$ cat config.mk
export PLATFORM = sky130hd
export DESIGN_NAME = pwrdn_seq
export DESIGN_NICKNAME = d
export VERILOG_FILES = /design/src/rtl/pwrdn_seq_pkg.sv /design/src/rtl/pwrdn_seq_cnt.sv /design/src/rtl/pwrdn_seq_dp.sv /design/src/rtl/pwrdn_seq_ctrl.sv /design/src/rtl/pwrdn_seq.sv
export SDC_FILE = /design/constraint.sdc
export NUM_CORES = 1
export LEC_CHECK = 0
export BUFFER_PORTS_ARGS = -buffer_cell sky130_fd_sc_hd__clkbuf_2
export CORE_MARGIN = 8
export CORE_UTILIZATION = 45
export CTS_BUF_LIST = sky130_fd_sc_hd__clkbuf_16
export DETAILED_ROUTE_END_ITERATION = 16
export GPL_TIMING_DRIVEN = 1
export PLACE_DENSITY = 0.64
export SLEW_MARGIN = 5
export SYNTH_ARGS = -nofsm -noshare
export SYNTH_HDL_FRONTEND = slang
export SYNTH_SLANG_ARGS = --single-unit
$ cat constraint.sdc
create_clock -name clk -period 1.8 [get_ports clk]
set_input_delay 0.09 -clock clk [delete_from_list [all_inputs] [get_ports clk]]
set_output_delay 0.09 -clock clk [all_outputs]
set_load 0.02 [all_outputs]
$ cat src/rtl/pwrdn_seq_pkg.sv
package pwrdn_seq_pkg;

  typedef enum logic [1:0] {
    ST_IDLE      = 2'd0,
    ST_ABORTING  = 2'd1,
    ST_POWERDOWN = 2'd2,
    ST_RECOVERY  = 2'd3
  } seq_state_t;

  // control -> datapath strobes
  typedef struct packed {
    logic lowRun;     // count consecutive low pin samples
    logic shutRun;    // count shutdown interval
    logic recRun;     // count recovery interval
    logic setAbort;   // set sticky aborted flag
    logic clrAbort;   // clear sticky aborted flag
    logic firePulse;  // launch command-interface reset pulse
  } seq_strobes_t;

  // datapath -> control flags
  typedef struct packed {
    logic lowDone;
    logic shutDone;
    logic readOk;
    logic writeOk;
    logic recDone;
  } dp_flags_t;

endpackage

$ cat src/rtl/pwrdn_seq_cnt.sv
module pwrdn_seq_cnt #(
  parameter int LIMIT = 4,
  localparam int W = (LIMIT < 1) ? 1 : $clog2(LIMIT + 1)
) (
  input  logic         clk,
  input  logic         porN,
  input  logic         run,
  output logic [W-1:0] cnt,
  output logic         atLimit
);

  localparam logic [W-1:0] LAST = W'(LIMIT);

  always_ff @(posedge clk or negedge porN) begin
    if (!porN) begin
      cnt <= '0;
    end else if (!run) begin
      cnt <= '0;
    end else if (cnt != LAST) begin
      cnt <= cnt + 1'b1;
    end
  end

  assign atLimit = (cnt == LAST);

endmodule

$ cat src/rtl/pwrdn_seq_dp.sv
module pwrdn_seq_dp
  import pwrdn_seq_pkg::*;
#(
  parameter int MIN_PULSE_CYC = 16,
  parameter int SHUTDOWN_CYC  = 24,
  parameter int READ_REC_CYC  = 10,
  parameter int WRITE_REC_CYC = 20
) (
  input  logic         clk,
  input  logic         porN,
  input  seq_strobes_t strb,
  output dp_flags_t    flags,
  output logic         cuiPulse,
  output logic         abortFlag
);

  localparam int REC_MAX = (READ_REC_CYC > WRITE_REC_CYC) ? READ_REC_CYC : WRITE_REC_CYC;
  localparam int REC_W   = $clog2(REC_MAX + 1);
  localparam logic [REC_W-1:0] READ_TH  = REC_W'(READ_REC_CYC);
  localparam logic [REC_W-1:0] WRITE_TH = REC_W'(WRITE_REC_CYC);

  logic [REC_W-1:0] recCnt;
  logic             recAtMax;
  logic             lowAt;
  logic             shutAt;

  // consecutive low-sample counter; the pin low this cycle makes it MIN_PULSE_CYC
  pwrdn_seq_cnt #(.LIMIT(MIN_PULSE_CYC - 1)) lowCnt_i (
    .clk(clk), .porN(porN), .run(strb.lowRun), .cnt(), .atLimit(lowAt)
  );

  // shutdown interval counter, SHUTDOWN_CYC cycles long
  pwrdn_seq_cnt #(.LIMIT(SHUTDOWN_CYC - 1)) shutCnt_i (
    .clk(clk), .porN(porN), .run(strb.shutRun), .cnt(), .atLimit(shutAt)
  );

  // one recovery counter serves both thresholds
  pwrdn_seq_cnt #(.LIMIT(REC_MAX)) recCnt_i (
    .clk(clk), .porN(porN), .run(strb.recRun), .cnt(recCnt), .atLimit(recAtMax)
  );

  always_comb begin
    flags.lowDone  = lowAt && strb.lowRun;
    flags.shutDone = shutAt && strb.shutRun;
    flags.readOk   = strb.recRun && (recCnt >= READ_TH);
    flags.writeOk  = strb.recRun && (recCnt >= WRITE_TH);
    flags.recDone  = strb.recRun && recAtMax;
  end

  always_ff @(posedge clk or negedge porN) begin
    if (!porN) begin
      cuiPulse  <= 1'b0;
      abortFlag <= 1'b0;
    end else begin
      cuiPulse <= strb.firePulse;
      if (strb.setAbort) begin
        abortFlag <= 1'b1;
      end else if (strb.clrAbort) begin
        abortFlag <= 1'b0;
      end
    end
  end

  AST_PULSE_SINGLE: assert property (@(posedge clk) disable iff (!porN)
    cuiPulse |=> !cuiPulse);

  AST_SHUT_NOT_EARLY: assert property (@(posedge clk) disable iff (!porN)
    (strb.shutRun && !$past(strb.shutRun)) |-> !flags.shutDone || (SHUTDOWN_CYC == 1));

endmodule

$ cat src/rtl/pwrdn_seq_ctrl.sv
module pwrdn_seq_ctrl
  import pwrdn_seq_pkg::*;
(
  input  logic         clk,
  input  logic         porN,
  input  logic         pinRstN,
  input  logic         engineBusy,
  input  logic         opDone,
  input  dp_flags_t    flags,
  output seq_strobes_t strb,
  output logic         abortReq,
  output logic         readReady,
  output logic         writeReady
);

  seq_state_t state, nxt;

  always_comb begin
    nxt = state;
    unique case (state)
      ST_IDLE: begin
        if (!pinRstN && engineBusy)    nxt = ST_ABORTING;
        else if (flags.lowDone)        nxt = ST_POWERDOWN;
      end
      ST_ABORTING: begin
        if (flags.shutDone)            nxt = pinRstN ? ST_RECOVERY : ST_POWERDOWN;
      end
      ST_POWERDOWN: begin
        if (pinRstN)                   nxt = ST_RECOVERY;
      end
      ST_RECOVERY: begin
        if (!pinRstN && engineBusy)    nxt = ST_ABORTING;
        else if (flags.lowDone)        nxt = ST_POWERDOWN;
        else if (flags.recDone)        nxt = ST_IDLE;
      end
      default:                         nxt = ST_IDLE;
    endcase
  end

  always_ff @(posedge clk or negedge porN) begin
    if (!porN) state <= ST_IDLE;
    else       state <= nxt;
  end

  always_comb begin
    strb.lowRun    = !pinRstN && (state == ST_IDLE || state == ST_RECOVERY);
    strb.shutRun   = (state == ST_ABORTING);
    strb.recRun    = (state == ST_RECOVERY);
    strb.setAbort  = (nxt == ST_ABORTING) && (state != ST_ABORTING);
    strb.clrAbort  = (state == ST_IDLE) && opDone;
    strb.firePulse = (nxt == ST_RECOVERY) && (state != ST_RECOVERY);
  end

  assign abortReq   = (state == ST_ABORTING);
  assign readReady  = (state == ST_IDLE) || flags.readOk;
  assign writeReady = (state == ST_IDLE) || flags.writeOk;

  AST_ABORT_ON_BUSY: assert property (@(posedge clk) disable iff (!porN)
    (state == ST_IDLE && !pinRstN && engineBusy) |=> abortReq);

  AST_ABORT_LEN: assert property (@(posedge clk) disable iff (!porN)
    $fell(abortReq) |-> $past(flags.shutDone));

  AST_PD_HOLD: assert property (@(posedge clk) disable iff (!porN)
    (state == ST_POWERDOWN && !pinRstN) |=> (state == ST_POWERDOWN && !readReady));

  AST_PD_EXIT: assert property (@(posedge clk) disable iff (!porN)
    (state == ST_POWERDOWN && pinRstN) |=> (state == ST_RECOVERY));

endmodule

$ cat src/rtl/pwrdn_seq.sv
module pwrdn_seq
  import pwrdn_seq_pkg::*;
#(
  parameter int MIN_PULSE_CYC = 16,
  parameter int SHUTDOWN_CYC  = 24,
  parameter int READ_REC_CYC  = 10,
  parameter int WRITE_REC_CYC = 20
) (
  input  logic clk,
  input  logic porN,
  input  logic pinRstN,
  input  logic engineBusy,
  input  logic opDone,
  output logic abortReq,
  output logic outDisable,
  output logic cuiRstPulse,
  output logic readReady,
  output logic writeReady,
  output logic abortedFlag
);

  seq_strobes_t strb;
  dp_flags_t    flags;

  pwrdn_seq_ctrl ctrl_i (
    .clk(clk), .porN(porN), .pinRstN(pinRstN), .engineBusy(engineBusy),
    .opDone(opDone), .flags(flags), .strb(strb), .abortReq(abortReq),
    .readReady(readReady), .writeReady(writeReady)
  );

  pwrdn_seq_dp #(
    .MIN_PULSE_CYC(MIN_PULSE_CYC), .SHUTDOWN_CYC(SHUTDOWN_CYC),
    .READ_REC_CYC(READ_REC_CYC), .WRITE_REC_CYC(WRITE_REC_CYC)
  ) dp_i (
    .clk(clk), .porN(porN), .strb(strb), .flags(flags),
    .cuiPulse(cuiRstPulse), .abortFlag(abortedFlag)
  );

  assign outDisable = !readReady;

  AST_STICKY_WITH_ABORT: assert property (@(posedge clk) disable iff (!porN)
    $rose(abortedFlag) |-> abortReq);

  AST_PULSE_DISABLED: assert property (@(posedge clk) disable iff (!porN)
    cuiRstPulse |-> (!writeReady && !abortReq));

  generate
    if (WRITE_REC_CYC >= READ_REC_CYC) begin : g_order
      AST_WRITE_AFTER_READ: assert property (@(posedge clk) disable iff (!porN)
        writeReady |-> readReady);
    end
  endgenerate

endmodule

==> impl_metrics.py <==
metrics = {
    "clock_tree": {
        "clk_pin_slew_ps": 50,
        "clkSinkCount": 18,
        "ctsLongestPathBuffers": 2,
        "tritoncts": "done",
        "cts-root-buf": "clkbuf_16",
        "cts_buffers": 3,
        "clk_latency_ps": 240,
        "h-tree-depth": 1,
    },
    "synthesis": {
        "synth-edff-count": 0,
        "yosys.cell_types.count": 36,
        "ys.flop_type": "dfrtp_1",
        "syn_inst": 110,
        "synth_most_common_cell": "dfrtp_1",
        "yosysWarnings": 0,
        "ys_top_cells_by_area": "dfrtp_1 (41%), ha_1 (9.1%), xnor2_1 (4.8%), nand2_1 (4.1%), nor3_1 (2.7%)",
        "ys_seq_area_share_pct": 41.0,
        "yosysTopAreaCellShare_pct": 41.0,
        "async_flop_share_pct": 100,
        "synth_area_per_cell_um2": 9.99,
        "ys_top_cells_by_count": "dfrtp_1 (18), nand2_1 (12), ha_1 (8), inv_1 (8)",
        "yosysTopAreaCell": "dfrtp_1",
        "synth_nets": 123,
        "netlist_area_um2": 1100,
        "ys_ff_latch": 18,
    },
    "timing": {
        "finClkSkew_ps": 3.62,
        "whs_ps": 118,
        "slew_viol_final": 0,
        "tns_ps": 0,
        "period_needed_ps": 1720,
        "fin_crit_sh_pct": 95.7,
        "worst_pin_slew_ps": 459,
        "rsz0062_at_grt": "no",
        "fmax_ghz": 0.581,
        "finalHoldViolCount": 0,
        "finalSetupViolCount": 0,
        "relSlewSlack_pct": 69.4,
        "setup_slack_ps": 78.2,
    },
    "routing": {
        "ant_nets": 0,
        "wl_per_cell_um": 15.1,
        "viasPerCell": 5.53,
        "first_pass_iters": 4,
        "drtIter0Drc": 55,
        "drc_errors": 0,
        "vias": 868,
        "finalWirelength_mm": 2.37,
    },
    "worst_setup_path": {
        "path_max_fanout": 8,
        "critical_path_arrival_ps": 1860,
        "crit_required_ps": 1940,
        "end_kind": "flip-flop",
        "slowest_delay_ps": 380,
        "cp_cell_sequence": "inv_1 > ha_4 > inv_1 > a31oi_2 > a211oi_2 > buf_4 > a2111oi_4",
        "reg2reg_from": "ctrl_i.state[1]$_DFF_PN0_",
        "worst_path_most_repeated_cell": "inv_1",
        "crit_type": "flip-flop to flip-flop",
        "cp-startpoint": "ctrl_i.state[1]$_DFF_PN0_",
        "cp-start-kind": "flip-flop",
        "crit_slowest_cell": "dfrtp_1",
    },
    "power": {
        "p_switching_mw": 0.828,
        "intPower_mw": 1.28,
        "p_leak_nw": 0.601,
        "power_switching_share_pct": 39.3,
        "ir_drop_uv": 934,
        "pwr-share-seq_pct": 26.4,
        "clock_power_share_pct": 20.2,
        "pwr_density_cell_nw_per_um2": 1530,
        "pwr-share-comb_pct": 53.4,
    },
    "place": {
        "post-place-ws_ps": 68.2,
        "place_congestion": 0.837,
        "io_buffers": 10,
        "hpwl_mm": 1.61,
    },
    "cells_and_area": {
        "final_nets": 142,
        "nFillCells": 222,
        "drive_above_1_share_pct": 30.7,
        "diodes": 0,
        "syn2layout_area_growth_pct": 25.2,
        "final_util_pct": 57.6,
    },
    "floorplanning": {
        "die_h_um": 65.4,
        "start_util_pct": 46.0,
        "pin_count": 11,
        "coreArea_um2": 2390,
        "row_count": 18,
        "dieArea_um2": 4280,
        "chipWidth_um": 65.4,
    },
    "global_route": {
        "grt_pass1_vias": 880,
        "overflow": 0,
        "grt_antenna_before_repair": 0,
        "grt_pass1_wl_mm": 4.02,
        "grt_use_total_pct": 11.8,
        "grt_max_degree": 19,
    },
    "outcome": {
        "status": "finished clean",
    },
    "job": {
        "maxCapViolCount": 0,
    },
    "worst_hold_path": {
        "hold_path.class": "input port to flip-flop",
        "hp-start": "opDone",
    },
}
==> cell usage in the layout (no fill, tap or decap), drive strengths merged, types with 3 or more instances in the layout <==
master | synthesis | routed
nor3 | 6 | 6
a31oi | 3 | 3
clkbuf | 3 | 13
a21boi | 3 | 3
dfrtp | 18 | 18
and3 | 4 | 4
nand2 | 12 | 12
inv | 8 | 8
o21ai | 5 | 5
xnor2 | 6 | 6
nand3 | 4 | 4
ha | 8 | 8
buf | 2 | 8
nor2 | 3 | 3
and2 | 4 | 4
==> cells by family (layout without fill, tap and decap cells) <==
logic type / after synthesis / after routing / share of synthesized area (%)
compound gates: 22 / 22 / 16.6
xor+xnor: 7 / 7 / 5.58
fa+ha+maj: 8 / 8 / 9.11
buf+inv: 13 / 30 / 5.24
flops: 18 / 18 / 41.0
mux: 1 / 1 / 0.911
simple gates: 41 / 41 / 21.5
==> flip-flops by register name, summed over array words and instances (netlist names) <==
register            flops
dp_i.abortFlag          1
dp_i.recCnt_i.cnt       5
ctrl_i.state            2
dp_i.shutCnt_i.cnt      5
dp_i.cuiPulse           1
dp_i.lowCnt_i.cnt       4
==> metal layers <==
| layer | track usage [%] | vias to the layer above | wire, um |
|---|---|---|---|
| met3 | 2.72 | 5 | 74 |
| met2 | 21.3 | 15 | 1280 |
| met1 | 13.1 | 421 | 970 |
| met4 | 4.63 | 0 | 41 |
| met5 | 0 | - | 0 |
| li1 | - | 427 | - |
==> stage by stage <==
stage,power [mW],area (um^2),cells
after CTS,2.03,1330,156
after floorplan,1.18,1100,110
final,2.11,1380,157
after global routing,2.26,1380,157
after global placement,1.45,1200,150
after detailed placement,1.47,1200,150
==> worst paths after layout <==
| path | end | slack [ps] | cells after the start |
|---|---|---|---|
| max reg2reg | dp_i.cuiPulse$_DFF_PN0_ | 80 | 7 |
| min reg2reg | dp_i.abortFlag$_DFFE_PN0P_ | 490 | 2 |
| max | dp_i.cuiPulse$_DFF_PN0_ | 80 | 7 |
| min | dp_i.abortFlag$_DFFE_PN0P_ | 120 | 4 |
| max in group asynchronous | dp_i.shutCnt_i.cnt[3]$_DFFE_PN0P_ | 1160 | 2 |
| min in group asynchronous | dp_i.shutCnt_i.cnt[1]$_DFFE_PN0P_ | 330 | 2 |
==> critical path, delay by kind of cell, from the launching register on <==
family	cells	cell delay, ps
compound gates	3	610
buf+inv	3	410
flops	1	380
fa+ha+maj	1	210
==> repair_timing <==
action                                  CTS  global route
buffers inserted                          2             1
hold endpoints to repair                 18             0
resized for setup                         5             8
pin swaps                                 1             2
hold buffers                              1             0
endpoints found under the setup margin    3             2
==> power by group through the flow <==
stage | logic [mW] | clock network [mW] | registers [mW]
final | 1.13 | 0.425 | 0.556
after global routing | 1.23 | 0.463 | 0.566
after CTS | 1.03 | 0.437 | 0.554
after detailed placement | 0.906 | 0 | 0.566
after global placement | 0.894 | 0 | 0.559
after floorplan | 0.595 | 0 | 0.589
==> layout make-up <==
class | count | area, um^2 | share of cell area [%]
clock buffer | 3 | 75.1 | 5.46
inverter | 8 | 30.0 | 2.18
multi-input combinational | 79 | 662 | 48.1
sequential | 18 | 450 | 32.8
tap | 30 | 37.5 | 2.73
timing repair buffer | 19 | 120 | 8.74
Power figures use the tool's default switching activity.
